$ cat src/rtl/ni_pkg.sv
package ni_pkg;
  typedef enum logic [2:0] {
    ST_IDLE,
    ST_HOLD,
    ST_WREQ,
    ST_RREQ,
    ST_RDAT
  } ni_state_e;

  localparam int NLINK    = 2;
  localparam int LINK_P2P = 0;
  localparam int LINK_BUS = 1;
endpackage

$ cat src/rtl/ni_addr_map.sv
module ni_addr_map #(
  parameter int NET_AW     = 16,
  parameter int MEM_AW     = 10,
  parameter int TILE_BASE  = 'h0400,
  parameter int SHARED_OFS = 'h0200
) (
  input  logic [NET_AW-1:0] net_addr,
  output logic [MEM_AW-1:0] loc_addr
);
  logic [NET_AW-1:0] rel;

  // Offset inside this tile's window of the global map, rebased onto the shared region
  assign rel      = net_addr - NET_AW'(TILE_BASE);
  assign loc_addr = rel[MEM_AW-1:0] + MEM_AW'(SHARED_OFS);
endmodule

$ cat src/rtl/ni_seg_lane.sv
module ni_seg_lane #(
  parameter int SEG_W = 16,
  parameter int SEGS  = 2,
  localparam int WORD_W = SEG_W * SEGS,
  localparam int CW     = (SEGS > 1) ? $clog2(SEGS) : 1
) (
  input  logic              clk,
  input  logic              rst,
  input  logic              wr_stb,
  input  logic              rd_stb,
  input  logic              load_rd,
  input  logic [SEG_W-1:0]  seg_in,
  input  logic [WORD_W-1:0] mem_rdata,
  output logic              first,
  output logic              last,
  output logic [WORD_W-1:0] wr_word,
  output logic [SEG_W-1:0]  rd_seg
);
  logic [CW-1:0]     pos;
  logic [WORD_W-1:0] acc;
  logic [WORD_W-1:0] held;

  assign first = (pos == '0);
  assign last  = (pos == CW'(SEGS - 1));

  // Full word as it stands once the incoming segment is merged in
  always_comb begin
    wr_word = acc;
    wr_word[pos*SEG_W +: SEG_W] = seg_in;
  end

  assign rd_seg = held[pos*SEG_W +: SEG_W];

  always_ff @(posedge clk) begin
    if (rst) begin
      pos  <= '0;
      acc  <= '0;
      held <= '0;
    end else begin
      if (wr_stb)
        acc[pos*SEG_W +: SEG_W] <= seg_in;
      if (load_rd)
        held <= mem_rdata;
      if (wr_stb || rd_stb)
        pos <= last ? '0 : pos + CW'(1);
    end
  end
endmodule

$ cat src/rtl/ni_ctrl.sv
module ni_ctrl
  import ni_pkg::*;
#(
  parameter int SEG_W  = 16,
  parameter int SEGS   = 2,
  parameter int MEM_AW = 10,
  localparam int WORD_W = SEG_W * SEGS
) (
  input  logic                          clk,
  input  logic                          rst,
  input  logic [NLINK-1:0]              valid,
  input  logic [NLINK-1:0]              write,
  input  logic [NLINK-1:0]              first,
  input  logic [NLINK-1:0]              last,
  input  logic [NLINK-1:0][MEM_AW-1:0]  xaddr,
  input  logic [NLINK-1:0][WORD_W-1:0]  wr_word,
  input  logic [NLINK-1:0][SEG_W-1:0]   rd_seg,
  output logic [NLINK-1:0]              wr_stb,
  output logic [NLINK-1:0]              rd_stb,
  output logic [NLINK-1:0]              load_rd,
  output logic [NLINK-1:0]              ack,
  output logic [NLINK-1:0][SEG_W-1:0]   rdata,
  output logic                          mem_req,
  output logic                          mem_we,
  output logic [MEM_AW-1:0]             mem_addr,
  output logic [WORD_W-1:0]             mem_wdata,
  input  logic                          mem_gnt,
  input  logic [WORD_W-1:0]             mem_rdata
);
  ni_state_e state;
  logic      sel;
  logic      pick;
  logic      any;

  // Point-to-point link wins a simultaneous arrival
  assign any  = |valid;
  assign pick = valid[LINK_P2P] ? 1'b0 : 1'b1;

  always_comb begin
    wr_stb  = '0;
    rd_stb  = '0;
    load_rd = '0;
    if (state == ST_IDLE && any) begin
      if (write[pick])
        wr_stb[pick] = 1'b1;
      else if (!first[pick])
        rd_stb[pick] = 1'b1;
    end
    if (state == ST_RDAT) begin
      load_rd[sel] = 1'b1;
      rd_stb[sel]  = 1'b1;
    end
  end

  always_ff @(posedge clk) begin
    if (rst) begin
      state     <= ST_IDLE;
      sel       <= 1'b0;
      ack       <= '0;
      rdata     <= '0;
      mem_req   <= 1'b0;
      mem_we    <= 1'b0;
      mem_addr  <= '0;
      mem_wdata <= '0;
    end else begin
      ack <= '0;
      case (state)
        ST_IDLE: if (any) begin
          sel <= pick;
          if (write[pick]) begin
            if (last[pick]) begin
              mem_req   <= 1'b1;
              mem_we    <= 1'b1;
              mem_addr  <= xaddr[pick];
              mem_wdata <= wr_word[pick];
              state     <= ST_WREQ;
            end else begin
              ack[pick] <= 1'b1;
              state     <= ST_HOLD;
            end
          end else if (first[pick]) begin
            mem_req  <= 1'b1;
            mem_we   <= 1'b0;
            mem_addr <= xaddr[pick];
            state    <= ST_RREQ;
          end else begin
            rdata[pick] <= rd_seg[pick];
            ack[pick]   <= 1'b1;
            state       <= ST_HOLD;
          end
        end
        ST_HOLD: state <= ST_IDLE;
        ST_WREQ: if (mem_gnt) begin
          mem_req  <= 1'b0;
          ack[sel] <= 1'b1;
          state    <= ST_HOLD;
        end
        ST_RREQ: if (mem_gnt) begin
          mem_req <= 1'b0;
          state   <= ST_RDAT;
        end
        ST_RDAT: begin
          rdata[sel] <= mem_rdata[SEG_W-1:0];
          ack[sel]   <= 1'b1;
          state      <= ST_HOLD;
        end
        default: state <= ST_IDLE;
      endcase
    end
  end

  // never both links at once, never two acknowledges in a row
  a_r6_ack_onehot: assert property (@(posedge clk) disable iff (rst) $onehot0(ack));
  a_r6_ack_pulse: assert property (@(posedge clk) disable iff (rst) (|ack) |=> !(|ack));
  // acknowledges wait for the arbiter
  a_r7_no_ack_pending: assert property (@(posedge clk) disable iff (rst) mem_req |-> !(|ack));
  // request held steady until granted, then released
  a_r8_req_held: assert property (@(posedge clk) disable iff (rst)
    (mem_req && !mem_gnt) |=> (mem_req && $stable(mem_addr) && $stable(mem_we)));
  a_r8_req_release: assert property (@(posedge clk) disable iff (rst)
    (mem_req && mem_gnt) |=> !mem_req);
endmodule

$ cat src/rtl/shared_slave_ni.sv
module shared_slave_ni
  import ni_pkg::*;
#(
  parameter int SEG_W      = 16,
  parameter int SEGS       = 2,
  parameter int NET_AW     = 16,
  parameter int MEM_AW     = 10,
  parameter int TILE_BASE  = 'h0400,
  parameter int SHARED_OFS = 'h0200,
  localparam int WORD_W = SEG_W * SEGS
) (
  input  logic              clk,
  input  logic              rst,
  input  logic              p2p_valid,
  input  logic              p2p_write,
  input  logic [NET_AW-1:0] p2p_addr,
  input  logic [SEG_W-1:0]  p2p_wdata,
  output logic              p2p_ack,
  output logic [SEG_W-1:0]  p2p_rdata,
  input  logic              bus_valid,
  input  logic              bus_write,
  input  logic [NET_AW-1:0] bus_addr,
  input  logic [SEG_W-1:0]  bus_wdata,
  output logic              bus_ack,
  output logic [SEG_W-1:0]  bus_rdata,
  output logic              mem_req,
  output logic              mem_we,
  output logic [MEM_AW-1:0] mem_addr,
  output logic [WORD_W-1:0] mem_wdata,
  input  logic              mem_gnt,
  input  logic [WORD_W-1:0] mem_rdata
);
  logic [NLINK-1:0]             lk_valid, lk_write, lk_first, lk_last;
  logic [NLINK-1:0]             wr_stb, rd_stb, load_rd, ack;
  logic [NLINK-1:0][NET_AW-1:0] lk_addr;
  logic [NLINK-1:0][SEG_W-1:0]  lk_wdata, rd_seg, rdata;
  logic [NLINK-1:0][MEM_AW-1:0] xaddr;
  logic [NLINK-1:0][WORD_W-1:0] wr_word;

  assign lk_valid = {bus_valid, p2p_valid};
  assign lk_write = {bus_write, p2p_write};
  assign lk_addr  = {bus_addr, p2p_addr};
  assign lk_wdata = {bus_wdata, p2p_wdata};

  assign p2p_ack   = ack[LINK_P2P];
  assign bus_ack   = ack[LINK_BUS];
  assign p2p_rdata = rdata[LINK_P2P];
  assign bus_rdata = rdata[LINK_BUS];

  for (genvar l = 0; l < NLINK; l++) begin : g_link
    ni_addr_map #(
      .NET_AW(NET_AW), .MEM_AW(MEM_AW),
      .TILE_BASE(TILE_BASE), .SHARED_OFS(SHARED_OFS)
    ) u_map (
      .net_addr(lk_addr[l]),
      .loc_addr(xaddr[l])
    );

    ni_seg_lane #(.SEG_W(SEG_W), .SEGS(SEGS)) u_lane (
      .clk(clk), .rst(rst),
      .wr_stb(wr_stb[l]), .rd_stb(rd_stb[l]), .load_rd(load_rd[l]),
      .seg_in(lk_wdata[l]), .mem_rdata(mem_rdata),
      .first(lk_first[l]), .last(lk_last[l]),
      .wr_word(wr_word[l]), .rd_seg(rd_seg[l])
    );
  end

  ni_ctrl #(.SEG_W(SEG_W), .SEGS(SEGS), .MEM_AW(MEM_AW)) u_ctrl (
    .clk(clk), .rst(rst),
    .valid(lk_valid), .write(lk_write), .first(lk_first), .last(lk_last),
    .xaddr(xaddr), .wr_word(wr_word), .rd_seg(rd_seg),
    .wr_stb(wr_stb), .rd_stb(rd_stb), .load_rd(load_rd),
    .ack(ack), .rdata(rdata),
    .mem_req(mem_req), .mem_we(mem_we), .mem_addr(mem_addr), .mem_wdata(mem_wdata),
    .mem_gnt(mem_gnt), .mem_rdata(mem_rdata)
  );

  // quiet outputs straight after reset
  a_r1_reset_quiet: assert property (@(posedge clk) rst |=> (!mem_req && !p2p_ack && !bus_ack));
endmodule

$ cat config.mk
export PLATFORM = sky130hd
export DESIGN_NAME = shared_slave_ni
export DESIGN_NICKNAME = d
export VERILOG_FILES = /design/src/rtl/ni_pkg.sv /design/src/rtl/ni_addr_map.sv /design/src/rtl/ni_seg_lane.sv /design/src/rtl/ni_ctrl.sv /design/src/rtl/shared_slave_ni.sv
export SDC_FILE = /design/constraint.sdc
export NUM_CORES = 1
export LEC_CHECK = 0
export ABC_AREA = 1
export CAP_MARGIN = 20
export CORE_MARGIN = 5
export CORE_UTILIZATION = 47
export CTS_CLUSTER_SIZE = 8
export DETAILED_ROUTE_END_ITERATION = 8
export PLACE_DENSITY_LB_ADDON = 0.2
export SYNTH_ARGS = -nofsm -noshare
export SYNTH_HDL_FRONTEND = slang
export SYNTH_SLANG_ARGS = --single-unit
$ cat constraint.sdc
create_clock -name clk -period 1.55 [get_ports clk]
set_input_delay 0.155 -clock clk [delete_from_list [all_inputs] [get_ports clk]]
set_output_delay 0.155 -clock clk [all_outputs]
set_load 0.03 [all_outputs]
==> reports/metrics.csv <==
metric;value;unit
cts_sinks;212;
start_util;47.6;%
synth_edf_count;0;
fill_cells;1865;
grt_use_total;23.5;%
rows;52;
cts_max_level;1;
finalPower;14.6;mW
dp_hpwl;20.3;mm
cts_buffers;30;
rsz0062_at_grt;yes;
cts_tree;yes;
maxCapViolCount;0;
drtAntennaViolNets;0;
cpPeakStageDelay;420;ps
die_area;23300;um2
synthCells;1374;
cp_slowest_cell;dlygate4sd2_1;
yosysWarnings;0;
final_nets;1668;
peakVddDrop;0.958;mV
yosysUniqueCellTypes;33;
cp_cell_sequence;dlygate4sd2_1;
drc;0;
drt_first_iter_violations;600;
p_leak;5.60;nW
diodes;0;
portBuffers;168;
fin_skew;12.3;ps
synth_nets;1481;
vias;9452;
cp_max_fo;2;
clock_path_buffers;3;
dr.pass1.iters;5;
fmax;0.671;GHz
fp.dieH;153;um
cp-end-kind;output port;
core;20100;um2
crit_arrival;1330;ps
clk_latency;530;ps
setup_violations;0;
routedWlPerCell;15.9;um
post-route-period-util;96.1;%
grt-ovfl-total;0;
io_pins;181;
synth_seq_cells;212;
hp-class;in2reg;
grt_pass1_wl;45.7;mm
crit_family;buffers and inverters;
status;complete, no violations;
synth_top_cell_by_area;dfxtp_1;
syn_area;9560;um2
p_per_area;1150;nW/um2
antenna_found_initial;1;
grt_pass1_vias;9062;
required;1390;ps
hold_viol;0;
die_w;153;um
crit_type;reg2out;
path_buf_inv;1;
pre_cts_ws;-481;ps
place_congestion;0.914;
layout-drive-gt1-share;11.6;%
synthToLayoutAreaGrowth;32.8;%
avgSynthCellArea;6.96;um2
vias_per_cell;5.16;
holdWs;268;ps
synth_top_area_share;44.4;%
synth-seq-area-share;44.4;%
clkTransAtPathRegs;50;ps
grt_start_max_net_pins;91;
startpoint_type;register;
fin_ws;60.1;ps
slew_violations;0;
async_flop_share;0;%
synthTopCellsByArea;dfxtp_1 44%, o21ai_0 13%, nand2_1 11%;
wl;29.2;mm
worstMarginPinSlew;657;ps
slew_headroom;56.2;%
ys.flop_type;dfxtp_1;
cts_root_buf;clkbuf_16;
fin_crit;1490;ps
-- power breakdown --
group	total (mW)	switching, mW	internal (mW)
registers	5.94	0.149	5.80
clock network	5.64	2.17	3.46
logic	3.04	1.86	1.18
total	14.6	4.18	10.4
-- layer usage --
| layer | GRT usage (%) | vias up | wire length (um) |
|---|---|---|---|
| met5 | 0 | - | 14 |
| met4 | 8.36 | 2 | 1040 |
| met3 | 4.26 | 69 | 1520 |
| met2 | 42.3 | 265 | 14800 |
| met1 | 28.0 | 4312 | 11800 |
| li1 | - | 4804 | - |
-- state kept, by name (all words and copies together), names as in the netlist --
register / count
u_ctrl.mem_addr: 10
u_ctrl.state: 3
g_link.u_lane.last: 2
u_ctrl.mem_wdata: 32
u_ctrl.sel: 1
g_link.u_lane.held: 64
u_ctrl.rdata: 32
u_ctrl.mem_req: 1
u_ctrl.ack: 2
u_ctrl.mem_we: 1
g_link.u_lane.acc: 64
-- cell usage in the layout, fill, tap and decap left out, types with 5 or more instances in the layout --
master / instances
clkdlybuf4s50_1: 89
a21oi_1: 119
o21ai_1: 21
clkbuf_16: 31
o21ai_0: 243
inv_1: 77
nand3_1: 21
nor2_4: 5
dfxtp_1: 210
dlygate4sd2_1: 78
buf_12: 13
buf_6: 5
buf_4: 60
inv_2: 8
nand3b_1: 16
or2_2: 27
nor2_1: 192
a21boi_0: 17
nand2_1: 284
-- cells by family (layout without fill, tap and decap cells) --
kind of cell	Yosys count	count (layout)	share of synthesized area, %
and+or+nand+nor	567	569	25.0
buffers and inverters	185	371	8.26
AOI/OAI and AO/OA	406	406	21.9
adders and majority gates	4	4	0.523
DFF	212	212	44.4
-- worst paths after layout --
path	from	slack [ps]	to	cells after the start
hold / removal	mem_rdata[6]	270	g_link[0].u_lane.held[6]	3
setup / recovery	u_ctrl.mem_wdata[8]	60	mem_wdata[8]	1
hold reg to reg	g_link[1].u_lane.acc[7]	440	g_link[1].u_lane.acc[7]	2
setup reg to reg	g_link[0].u_lane.last	60	g_link[0].u_lane.acc[20]	5
-- cell type report --
cell class / instances / area (um2) / area share, %
multi-input cells: 979 / 4620 / 36.4
clock buffers: 32 / 779 / 6.14
inverters: 90 / 353 / 2.78
repair buffers: 248 / 2360 / 18.6
clock inverters: 1 / 5.00 / 0.0394
flip-flops and latches: 212 / 4250 / 33.4
well taps: 270 / 338 / 2.66
-- cell usage after synthesis (3+ instances only) --
master,number
a21oi_1,119
buf_4,7
nand2_1,286
buf_6,3
o21ai_0,252
nand3_1,21
nand4_1,3
nand3b_1,16
dfxtp_1,212
nor2_4,3
inv_2,10
nand2_4,3
buf_2,33
nor2_1,197
or2_2,27
a21boi_0,17
nand2_2,3
clkbuf_1,48
ha_1,4
o21ai_1,16
inv_1,79
-- stage by stage --
stage	cells	setup TNS, ps	utilization (%)	area [um2]
global placement	1792	-43170	58.9	11800
detailed placement	1792	-47560	58.9	11800
finish	1832	0	63.2	12700
floorplan	1374	0	-	9560
CTS	1826	0	62.5	12600
global route	1832	-120	63.2	12700
-- timing repair --
item	in CTS	in global routing
setup endpoints to repair	117	55
resized for setup	82	31
cloned	0	3
hold buffers	1	0
pin swaps	0	6
hold endpoints to repair	8	0
buffers inserted	0	3
No activity file was read; power rests on OpenSTA's default activity.
